[config.mk]
export PLATFORM = sky130hd
export DESIGN_NAME = nor_query_probe
export DESIGN_NICKNAME = d
export VERILOG_FILES = /design/src/rtl/nqp_pkg.sv /design/src/rtl/nqp_access.sv /design/src/rtl/nqp_region_regs.sv /design/src/rtl/nor_query_probe.sv
export SDC_FILE = /design/constraint.sdc
export NUM_CORES = 1
export LEC_CHECK = 0
export ABC_AREA = 1
export BUFFER_PORTS_ARGS = -buffer_cell sky130_fd_sc_hd__buf_2
export CORE_UTILIZATION = 58
export CTS_CLUSTER_DIAMETER = 120
export DETAILED_ROUTE_END_ITERATION = 16
export PLACE_DENSITY_LB_ADDON = 0.15
export SYNTH_ARGS = -nofsm -noshare
export SYNTH_HDL_FRONTEND = slang
export SYNTH_SLANG_ARGS = --single-unit
export TNS_END_PERCENT = 1
[constraint.sdc]
create_clock -name clk -period 7.8 [get_ports clk]
set_input_delay 0.39 -clock clk [delete_from_list [all_inputs] [get_ports clk]]
set_output_delay 0.39 -clock clk [all_outputs]
set_load 0.005 [all_outputs]
[src/rtl/nqp_pkg.sv]
`timescale 1ns/1ps
package nqp_pkg;
  localparam logic [7:0] QRY_CMD_OFS  = 8'h55;
  localparam logic [7:0] QRY_CMD_DATA = 8'h98;
  localparam logic [7:0] EXIT_CMD_A   = 8'hF0;
  localparam logic [7:0] EXIT_CMD_B   = 8'hFF;

  localparam logic [7:0] OFS_ID      = 8'h10;
  localparam logic [7:0] OFS_ID_R    = 8'h11;
  localparam logic [7:0] OFS_ID_Y    = 8'h12;
  localparam logic [7:0] OFS_CSET_LO = 8'h13;
  localparam logic [7:0] OFS_CSET_HI = 8'h14;
  localparam logic [7:0] OFS_SIZE    = 8'h27;
  localparam logic [7:0] OFS_IF_LO   = 8'h28;
  localparam logic [7:0] OFS_IF_HI   = 8'h29;
  localparam logic [7:0] OFS_NREG    = 8'h2C;
  localparam logic [7:0] OFS_REG0    = 8'h2D;

  localparam logic [7:0] CHAR_Q = 8'h51;
  localparam logic [7:0] CHAR_R = 8'h52;
  localparam logic [7:0] CHAR_Y = 8'h59;

  typedef enum logic [1:0] {
    CAUSE_NO_Q    = 2'd0,
    CAUSE_IDENT   = 2'd1,
    CAUSE_IFACE   = 2'd2,
    CAUSE_REGIONS = 2'd3
  } probe_cause_e;

  typedef enum logic [2:0] {
    AC_IDLE, AC_CMD, AC_READ, AC_CAPT, AC_EXIT_A, AC_EXIT_B
  } acc_state_e;

  typedef enum logic [1:0] {
    PR_ISSUE, PR_WAIT, PR_END
  } probe_state_e;
endpackage

[src/rtl/nqp_access.sv]
`timescale 1ns/1ps
module nqp_access
  import nqp_pkg::*;
#(
  parameter int ADDR_W = 16
) (
  input  logic              clk,
  input  logic              rst,
  input  logic              go,
  input  logic [2:0]        width,
  input  logic [7:0]        ofs,
  input  logic [7:0]        rdata,
  output logic [ADDR_W-1:0] addr,
  output logic [7:0]        wdata,
  output logic              we,
  output logic              re,
  output logic              vld,
  output logic [7:0]        byte_o
);
  acc_state_e st_q;
  logic [ADDR_W-1:0] amask;

  assign amask = ~(ADDR_W'(width) - ADDR_W'(1));

  function automatic logic [ADDR_W-1:0] scaled(input logic [7:0] o, input logic [2:0] w);
    return ADDR_W'(o) * ADDR_W'(w);
  endfunction

  always_ff @(posedge clk) begin
    if (rst) begin
      st_q   <= AC_IDLE;
      addr   <= '0;
      wdata  <= '0;
      we     <= 1'b0;
      re     <= 1'b0;
      vld    <= 1'b0;
      byte_o <= '0;
    end else begin
      we  <= 1'b0;
      re  <= 1'b0;
      vld <= 1'b0;
      case (st_q)
        AC_IDLE: if (go) begin
          st_q  <= AC_CMD;
          we    <= 1'b1;
          addr  <= scaled(QRY_CMD_OFS, width) & amask;
          wdata <= QRY_CMD_DATA;
        end
        AC_CMD: begin
          st_q <= AC_READ;
          re   <= 1'b1;
          addr <= scaled(ofs, width) & amask;
        end
        AC_READ: st_q <= AC_CAPT;
        AC_CAPT: begin
          byte_o <= rdata;
          st_q   <= AC_EXIT_A;
          we     <= 1'b1;
          addr   <= '0;
          wdata  <= EXIT_CMD_A;
        end
        AC_EXIT_A: begin
          st_q  <= AC_EXIT_B;
          we    <= 1'b1;
          wdata <= EXIT_CMD_B;
        end
        default: begin
          st_q <= AC_IDLE;
          vld  <= 1'b1;
        end
      endcase
    end
  end


  cmd_before_read_chk: assert property (@(posedge clk) disable iff (rst)
    re |-> ($past(we) && ($past(wdata) == QRY_CMD_DATA)));


  exit_after_read_chk: assert property (@(posedge clk) disable iff (rst)
    re |=> ##1 (we && (addr == '0) && (wdata == EXIT_CMD_A)) ##1 (we && (wdata == EXIT_CMD_B)));
endmodule

[src/rtl/nqp_region_regs.sv]
`timescale 1ns/1ps
module nqp_region_regs #(
  parameter int MAX_REG = 4,
  parameter int IDX_W   = 2,
  parameter int CNT_W   = 17,
  parameter int BSZ_W   = 24
) (
  input  logic                     clk,
  input  logic                     rst,
  input  logic                     clr,
  input  logic                     wr,
  input  logic [IDX_W-1:0]         idx,
  input  logic                     is_size,
  input  logic [15:0]              raw,
  output logic [MAX_REG*CNT_W-1:0] cnt_flat,
  output logic [MAX_REG*BSZ_W-1:0] bsz_flat
);
  logic [CNT_W-1:0] cnt_q [MAX_REG];
  logic [BSZ_W-1:0] bsz_q [MAX_REG];

  always_ff @(posedge clk) begin
    for (int r = 0; r < MAX_REG; r++) begin
      if (rst || clr) begin
        cnt_q[r] <= '0;
        bsz_q[r] <= '0;
      end else if (wr && (idx == IDX_W'(r))) begin
        if (is_size)
          bsz_q[r] <= (raw == 16'd0) ? BSZ_W'(128) : BSZ_W'({raw, 8'h00});
        else
          cnt_q[r] <= CNT_W'(raw) + CNT_W'(1);
      end
    end
  end

  for (genvar g = 0; g < MAX_REG; g++) begin : g_pack
    assign cnt_flat[g*CNT_W +: CNT_W] = cnt_q[g];
    assign bsz_flat[g*BSZ_W +: BSZ_W] = bsz_q[g];
  end


  size_granule_chk: assert property (@(posedge clk) disable iff (rst)
    (wr && is_size) |=> (bsz_flat[idx*BSZ_W +: 7] == 7'd0));
endmodule

[src/rtl/nor_query_probe.sv]
`timescale 1ns/1ps
module nor_query_probe
  import nqp_pkg::*;
#(
  parameter int ADDR_W  = 16,
  parameter int SIZE_W  = 32,
  parameter int MAX_REG = 4,
  localparam int CNT_W  = 17,
  localparam int BSZ_W  = 24,
  localparam int RN_W   = $clog2(MAX_REG + 1),
  localparam int IDX_W  = (MAX_REG > 1) ? $clog2(MAX_REG) : 1
) (
  input  logic                     clk,
  input  logic                     rst,
  input  logic                     start,
  input  logic [2:0]               cfg_width,
  output logic [ADDR_W-1:0]        fl_addr,
  output logic [7:0]               fl_wdata,
  output logic                     fl_we,
  output logic                     fl_re,
  input  logic [7:0]               fl_rdata,
  output logic                     done,
  output logic                     err,
  output logic [1:0]               err_cause,
  output logic [2:0]               det_width,
  output logic [15:0]              cmd_set,
  output logic [SIZE_W-1:0]        dev_size,
  output logic [RN_W-1:0]          region_num,
  output logic [MAX_REG*CNT_W-1:0] blk_count_flat,
  output logic [MAX_REG*BSZ_W-1:0] blk_size_flat
);
  probe_state_e st_q;
  probe_cause_e cause_q;
  logic [2:0]        width_q;
  logic              auto_q;
  logic [7:0]        ofs_q, lo_q, acc_byte, last_ofs;
  logic              acc_vld, begin_probe, preset, if_ok;
  logic [15:0]       if_inc;
  logic [IDX_W+1:0]  rel;
  logic              rg_wr;

  assign preset      = (cfg_width == 3'd1) || (cfg_width == 3'd2) || (cfg_width == 3'd4);
  assign begin_probe = start && (st_q == PR_END);
  assign if_inc      = {acc_byte, lo_q} + 16'd1;
  assign if_ok       = (if_inc & 16'(width_q)) != 16'd0;
  assign last_ofs    = OFS_REG0 + 8'(nreg_shift(region_num)) - 8'd1;
  assign rel         = (IDX_W+2)'(ofs_q - OFS_REG0);
  assign rg_wr       = (st_q == PR_WAIT) && acc_vld && (ofs_q >= OFS_REG0) && rel[0];

  function automatic logic [9:0] nreg_shift(input logic [RN_W-1:0] n);
    return 10'(n) << 2;
  endfunction

  always_ff @(posedge clk) begin
    if (rst || begin_probe) begin
      st_q       <= PR_ISSUE;
      width_q    <= preset ? cfg_width : 3'd1;
      auto_q     <= !preset;
      ofs_q      <= OFS_ID;
      lo_q       <= '0;
      done       <= 1'b0;
      err        <= 1'b0;
      cause_q    <= CAUSE_NO_Q;
      cmd_set    <= '0;
      dev_size   <= '0;
      region_num <= '0;
    end else begin
      case (st_q)
        PR_ISSUE: st_q <= PR_WAIT;
        PR_WAIT: if (acc_vld) begin
          st_q  <= PR_ISSUE;
          ofs_q <= ofs_q + 8'd1;
          lo_q  <= acc_byte;
          case (ofs_q)
            OFS_ID: if (acc_byte != CHAR_Q) begin
              ofs_q <= OFS_ID;
              if (auto_q && (width_q != 3'd4)) width_q <= width_q << 1;
              else begin st_q <= PR_END; done <= 1'b1; err <= 1'b1; cause_q <= CAUSE_NO_Q; end
            end
            OFS_ID_R, OFS_ID_Y:
              if (acc_byte != ((ofs_q == OFS_ID_R) ? CHAR_R : CHAR_Y)) begin
                st_q <= PR_END; done <= 1'b1; err <= 1'b1; cause_q <= CAUSE_IDENT;
              end
            OFS_CSET_HI: begin
              cmd_set <= {acc_byte, lo_q};
              ofs_q   <= OFS_SIZE;
            end
            OFS_SIZE: dev_size <= SIZE_W'(1) << acc_byte;
            OFS_IF_HI:
              if (!if_ok) begin
                st_q <= PR_END; done <= 1'b1; err <= 1'b1; cause_q <= CAUSE_IFACE;
              end else ofs_q <= OFS_NREG;
            OFS_NREG:
              if (acc_byte > 8'(MAX_REG)) begin
                st_q <= PR_END; done <= 1'b1; err <= 1'b1; cause_q <= CAUSE_REGIONS;
              end else begin
                region_num <= RN_W'(acc_byte);
                if (acc_byte == 8'd0) begin st_q <= PR_END; done <= 1'b1; end
              end
            default:
              if (ofs_q >= OFS_REG0 && ofs_q == last_ofs) begin
                st_q <= PR_END; done <= 1'b1;
              end
          endcase
        end
        default: ;
      endcase
    end
  end

  assign err_cause = cause_q;
  assign det_width = width_q;

  nqp_access #(.ADDR_W(ADDR_W)) u_access (
    .clk(clk), .rst(rst), .go(st_q == PR_ISSUE), .width(width_q), .ofs(ofs_q),
    .rdata(fl_rdata), .addr(fl_addr), .wdata(fl_wdata), .we(fl_we), .re(fl_re),
    .vld(acc_vld), .byte_o(acc_byte)
  );

  nqp_region_regs #(.MAX_REG(MAX_REG), .IDX_W(IDX_W), .CNT_W(CNT_W), .BSZ_W(BSZ_W)) u_regions (
    .clk(clk), .rst(rst), .clr(begin_probe), .wr(rg_wr), .idx(rel[IDX_W+1:2]),
    .is_size(rel[1]), .raw({acc_byte, lo_q}), .cnt_flat(blk_count_flat), .bsz_flat(blk_size_flat)
  );


  width_legal_chk: assert property (@(posedge clk) disable iff (rst)
    (done && !err) |-> ($countones(det_width) == 1 && det_width != 3'd0 && det_width <= 3'd4));


  region_bound_chk: assert property (@(posedge clk) disable iff (rst)
    (done && !err) |-> (region_num <= RN_W'(MAX_REG)));


  addr_align_chk: assert property (@(posedge clk) disable iff (rst)
    fl_re |-> ((fl_addr & (ADDR_W'(width_q) - ADDR_W'(1))) == '0));


  done_hold_chk: assert property (@(posedge clk) disable iff (rst)
    (done && !start) |=> done);
endmodule

==> results_dict.tcl <==
set metrics [dict create \
    async_flop_share_pct 0 \
    syn_area_mm2 0.01104 \
    finalCritPeriodShare_pct 38.22 \
    ys_types 46 \
    worstHoldStart "fl_rdata[3]" \
    clock_path_buffers 3 \
    yosysTopAreaCellShare_pct 38.09 \
    hold_viol 0 \
    routedWlPerCell_um 16.04 \
    skew_ps 8.977 \
    tns_ps 0 \
    synth_enable_flop_cells 140 \
    grt_pass1_vias 8297 \
    cts_buffers 24 \
    cp-startpoint "st_q[1]" \
    drt-initial-drc-count 754 \
    wl_um 26400 \
    placementRows 50 \
    seq_area_frac_synth_pct 56.59 \
    critPathCaptureType "flop" \
    p_int_mw 2.102 \
    io_buffer_count 228 \
    ctsResizeCount 0 \
    clk_latency_ps 530 \
    start_util_pct 59.00 \
    p_sw_mw 0.6271 \
    setup_viol 0 \
    yosysWarnings 0 \
    hold_path_class "input port to flop" \
    final_nets 1441 \
    timing.hold.ws_ps 152.6 \
    cts.htree.levels 1 \
    vias 8804 \
    relSlewSlack_pct 26.45 \
    grt_max_degree 51 \
    ir_worst_vdd_uv 194.7 \
    ys.flop_type "edfxtp_1" \
    finalMaxSlewViolations 0 \
    power_switching_share_pct 22.98 \
    die_h_um 139.9 \
    pwr-share-comb_pct 6.8 \
    power_density_mw_per_mm2 211.7 \
    critPathMaxFanout 34 \
    sequentialPowerShare_pct 51.9 \
    reg2reg_from "st_q[1]" \
    syn-mean-instance-area_um2 9.282 \
    min_period_ps 2981 \
    gp_congestion 0.9449 \
    max_freq_mhz 335.4 \
    synth.largest_area_cell "edfxtp_1" \
    drc_errors 0 \
    dp_hpwl_um 18340 \
    die_area_mm2 0.01958 \
    die_w_um 139.9 \
    cpMaxStageDelayCell "nand2_2" \
    drive_gt1_share_pct 22.66 \
    critical_path_class "flop to flop" \
    cts_sinks 242 \
    crit_arrival_ps 3380 \
    firstDrtPassIters 8 \
    grt_overflow_total 0 \
    cts_tree "built" \
    cp_num_buf_inv 2 \
    holdBufCountCts 0 \
    cp_top_family "simple AND/OR/NAND/NOR gates" \
    ys_seq_elements 242 \
    post-cts-setup-buffers 0 \
    grt_usage_pct 27.14 \
    area_delta_synth_final_pct 16.80 \
    grt_pass1_wl_um 42150 \
    critPathRequiredTime_ps 8200 \
    ant_nets 0 \
    antenna_found_initial 0 \
    syn_inst 1189 \
    worstMarginPinSlew_ps 1102 \
    critical_path.max_stage_delay_ps 810 \
    rsz0062_at_grt "no" \
    power_frac_clock_pct 41.3 \
    power.leakage_nw 5.559 \
    crit_chain "inv_2 > nand3_1 > clkinv_1 > nand2_2 > nor2_2 > a22oi_1 > nor2_1" \
    vias_per_cell 5.349 \
    synth.area.top_cells "edfxtp_1 38%, dfxtp_1 19%, nand2_1 7.3%, nor2_1 7.2%, a21oi_1 3.6%" \
    ios 262 \
    antenna_cells 0 \
    root_buffer "clkbuf_16" \
    outcome "finished clean" \
    max-cap-violations 0 \
    core_mm2 0.01871 \
    start_kind "flop" \
    clk_pin_slew_worst_paths_ps 60 \
]
-- metrics by stage --
step | power (mW) | utilization [%] | area (um^2) | worst slack [ps] | instances
final | 2.730 | 68.92 | 12890 | 4819 | 1646
after global routing | 2.818 | 68.92 | 12890 | 4537 | 1646
after CTS | 2.736 | 68.92 | 12890 | 4833 | 1646
after detailed placement | 1.626 | 64.80 | 12120 | 4716 | 1602
after global placement | 1.624 | 64.80 | 12120 | 4806 | 1602
after floorplan | 1.560 | - | 11160 | 4698 | 1221
-- cells by family after synthesis --
family	count (synthesis)	share of synthesized area, %
flip-flops	242	56.59
XOR/XNOR	25	2.120
buffers and inverters	187	8.151
AND/OR/NAND/NOR	536	20.92
other	1	0.03398
AO/OA/AOI/OAI	165	7.970
adder cells (fa/ha/maj)	33	4.217
-- worst reg2reg max path, cell delays in order (launching register included) --
cell and delay, ps:
dfxtp_1 340, inv_2 50, nand3_1 330, clkinv_1 760, nand2_2 810, nor2_2 300, a22oi_1 210, nor2_1 60
-- cell usage after synthesis, drive strengths merged (3+ instances only) --
cell type / instances
a31oi: 4
nand2: 218
o21ai: 67
nand3: 52
buf: 67
clkinv: 7
nor2: 238
ha: 26
a21oi: 81
nand4: 10
xor2: 23
edfxtp: 140
clkbuf: 22
inv: 91
dfxtp: 102
nor3: 13
o21a: 3
fa: 7
-- area by class of cell --
class | instances | area (um^2)
multi-input combinational | 792 | 4011
clock buffer | 32 | 650.6
fill | 1463 | 5814
inverter | 98 | 370.4
sequential | 242 | 6246
clock inverter | 12 | 118.9
tap | 234 | 292.8
timing repair buffer | 236 | 1201
-- layer usage --
metal | routed length, um | track usage, %
met5 | 0 | 0
met4 | 841 | 10.29
met3 | 1825 | 4.171
met2 | 12610 | 45.11
met1 | 11120 | 36.04
-- flip-flops by register name, summed over array words and instances, names as in the netlist, 3 cells and up --
name / flops
ofs_q: 8
cmd_set: 16
u_access.wdata: 4
lo_q: 8
u_access.addr: 11
dev_size: 32
region_num: 3
u_regions.bsz_q: 68
u_access.st_q: 3
det_width: 3
u_access.byte_o: 8
u_regions.cnt_q: 68
-- layout by cell type (no fill, tap or decap), types with 11 or more instances in the layout --
cell type / n
a21oi_1: 80
edfxtp_1: 140
nand3_1: 49
buf_2: 228
o21ai_0: 61
nand2_1: 214
conb_1: 33
nor2_1: 213
ha_1: 26
xor2_1: 21
dfxtp_1: 102
nor2_2: 15
inv_1: 83
clkbuf_16: 24
nor3_1: 11
-- power groups by stage --
stage / clock (mW) / combinational (mW) / sequential, mW
floorplan: 0 / 0.121 / 1.44
global placement: 0 / 0.182 / 1.44
detailed placement: 0 / 0.184 / 1.44
CTS: 1.14 / 0.186 / 1.42
global route: 1.19 / 0.208 / 1.42
finish: 1.13 / 0.186 / 1.42
-- final timing paths --
check,slack [ps],end,cells past startpoint
hold reg to reg,460,dev_size[31],2
hold / removal,150,u_access.byte_o[3],3
setup / recovery,4820,dev_size[0],7
setup reg to reg,4820,dev_size[0],7
Power figures use the tool's default switching activity.
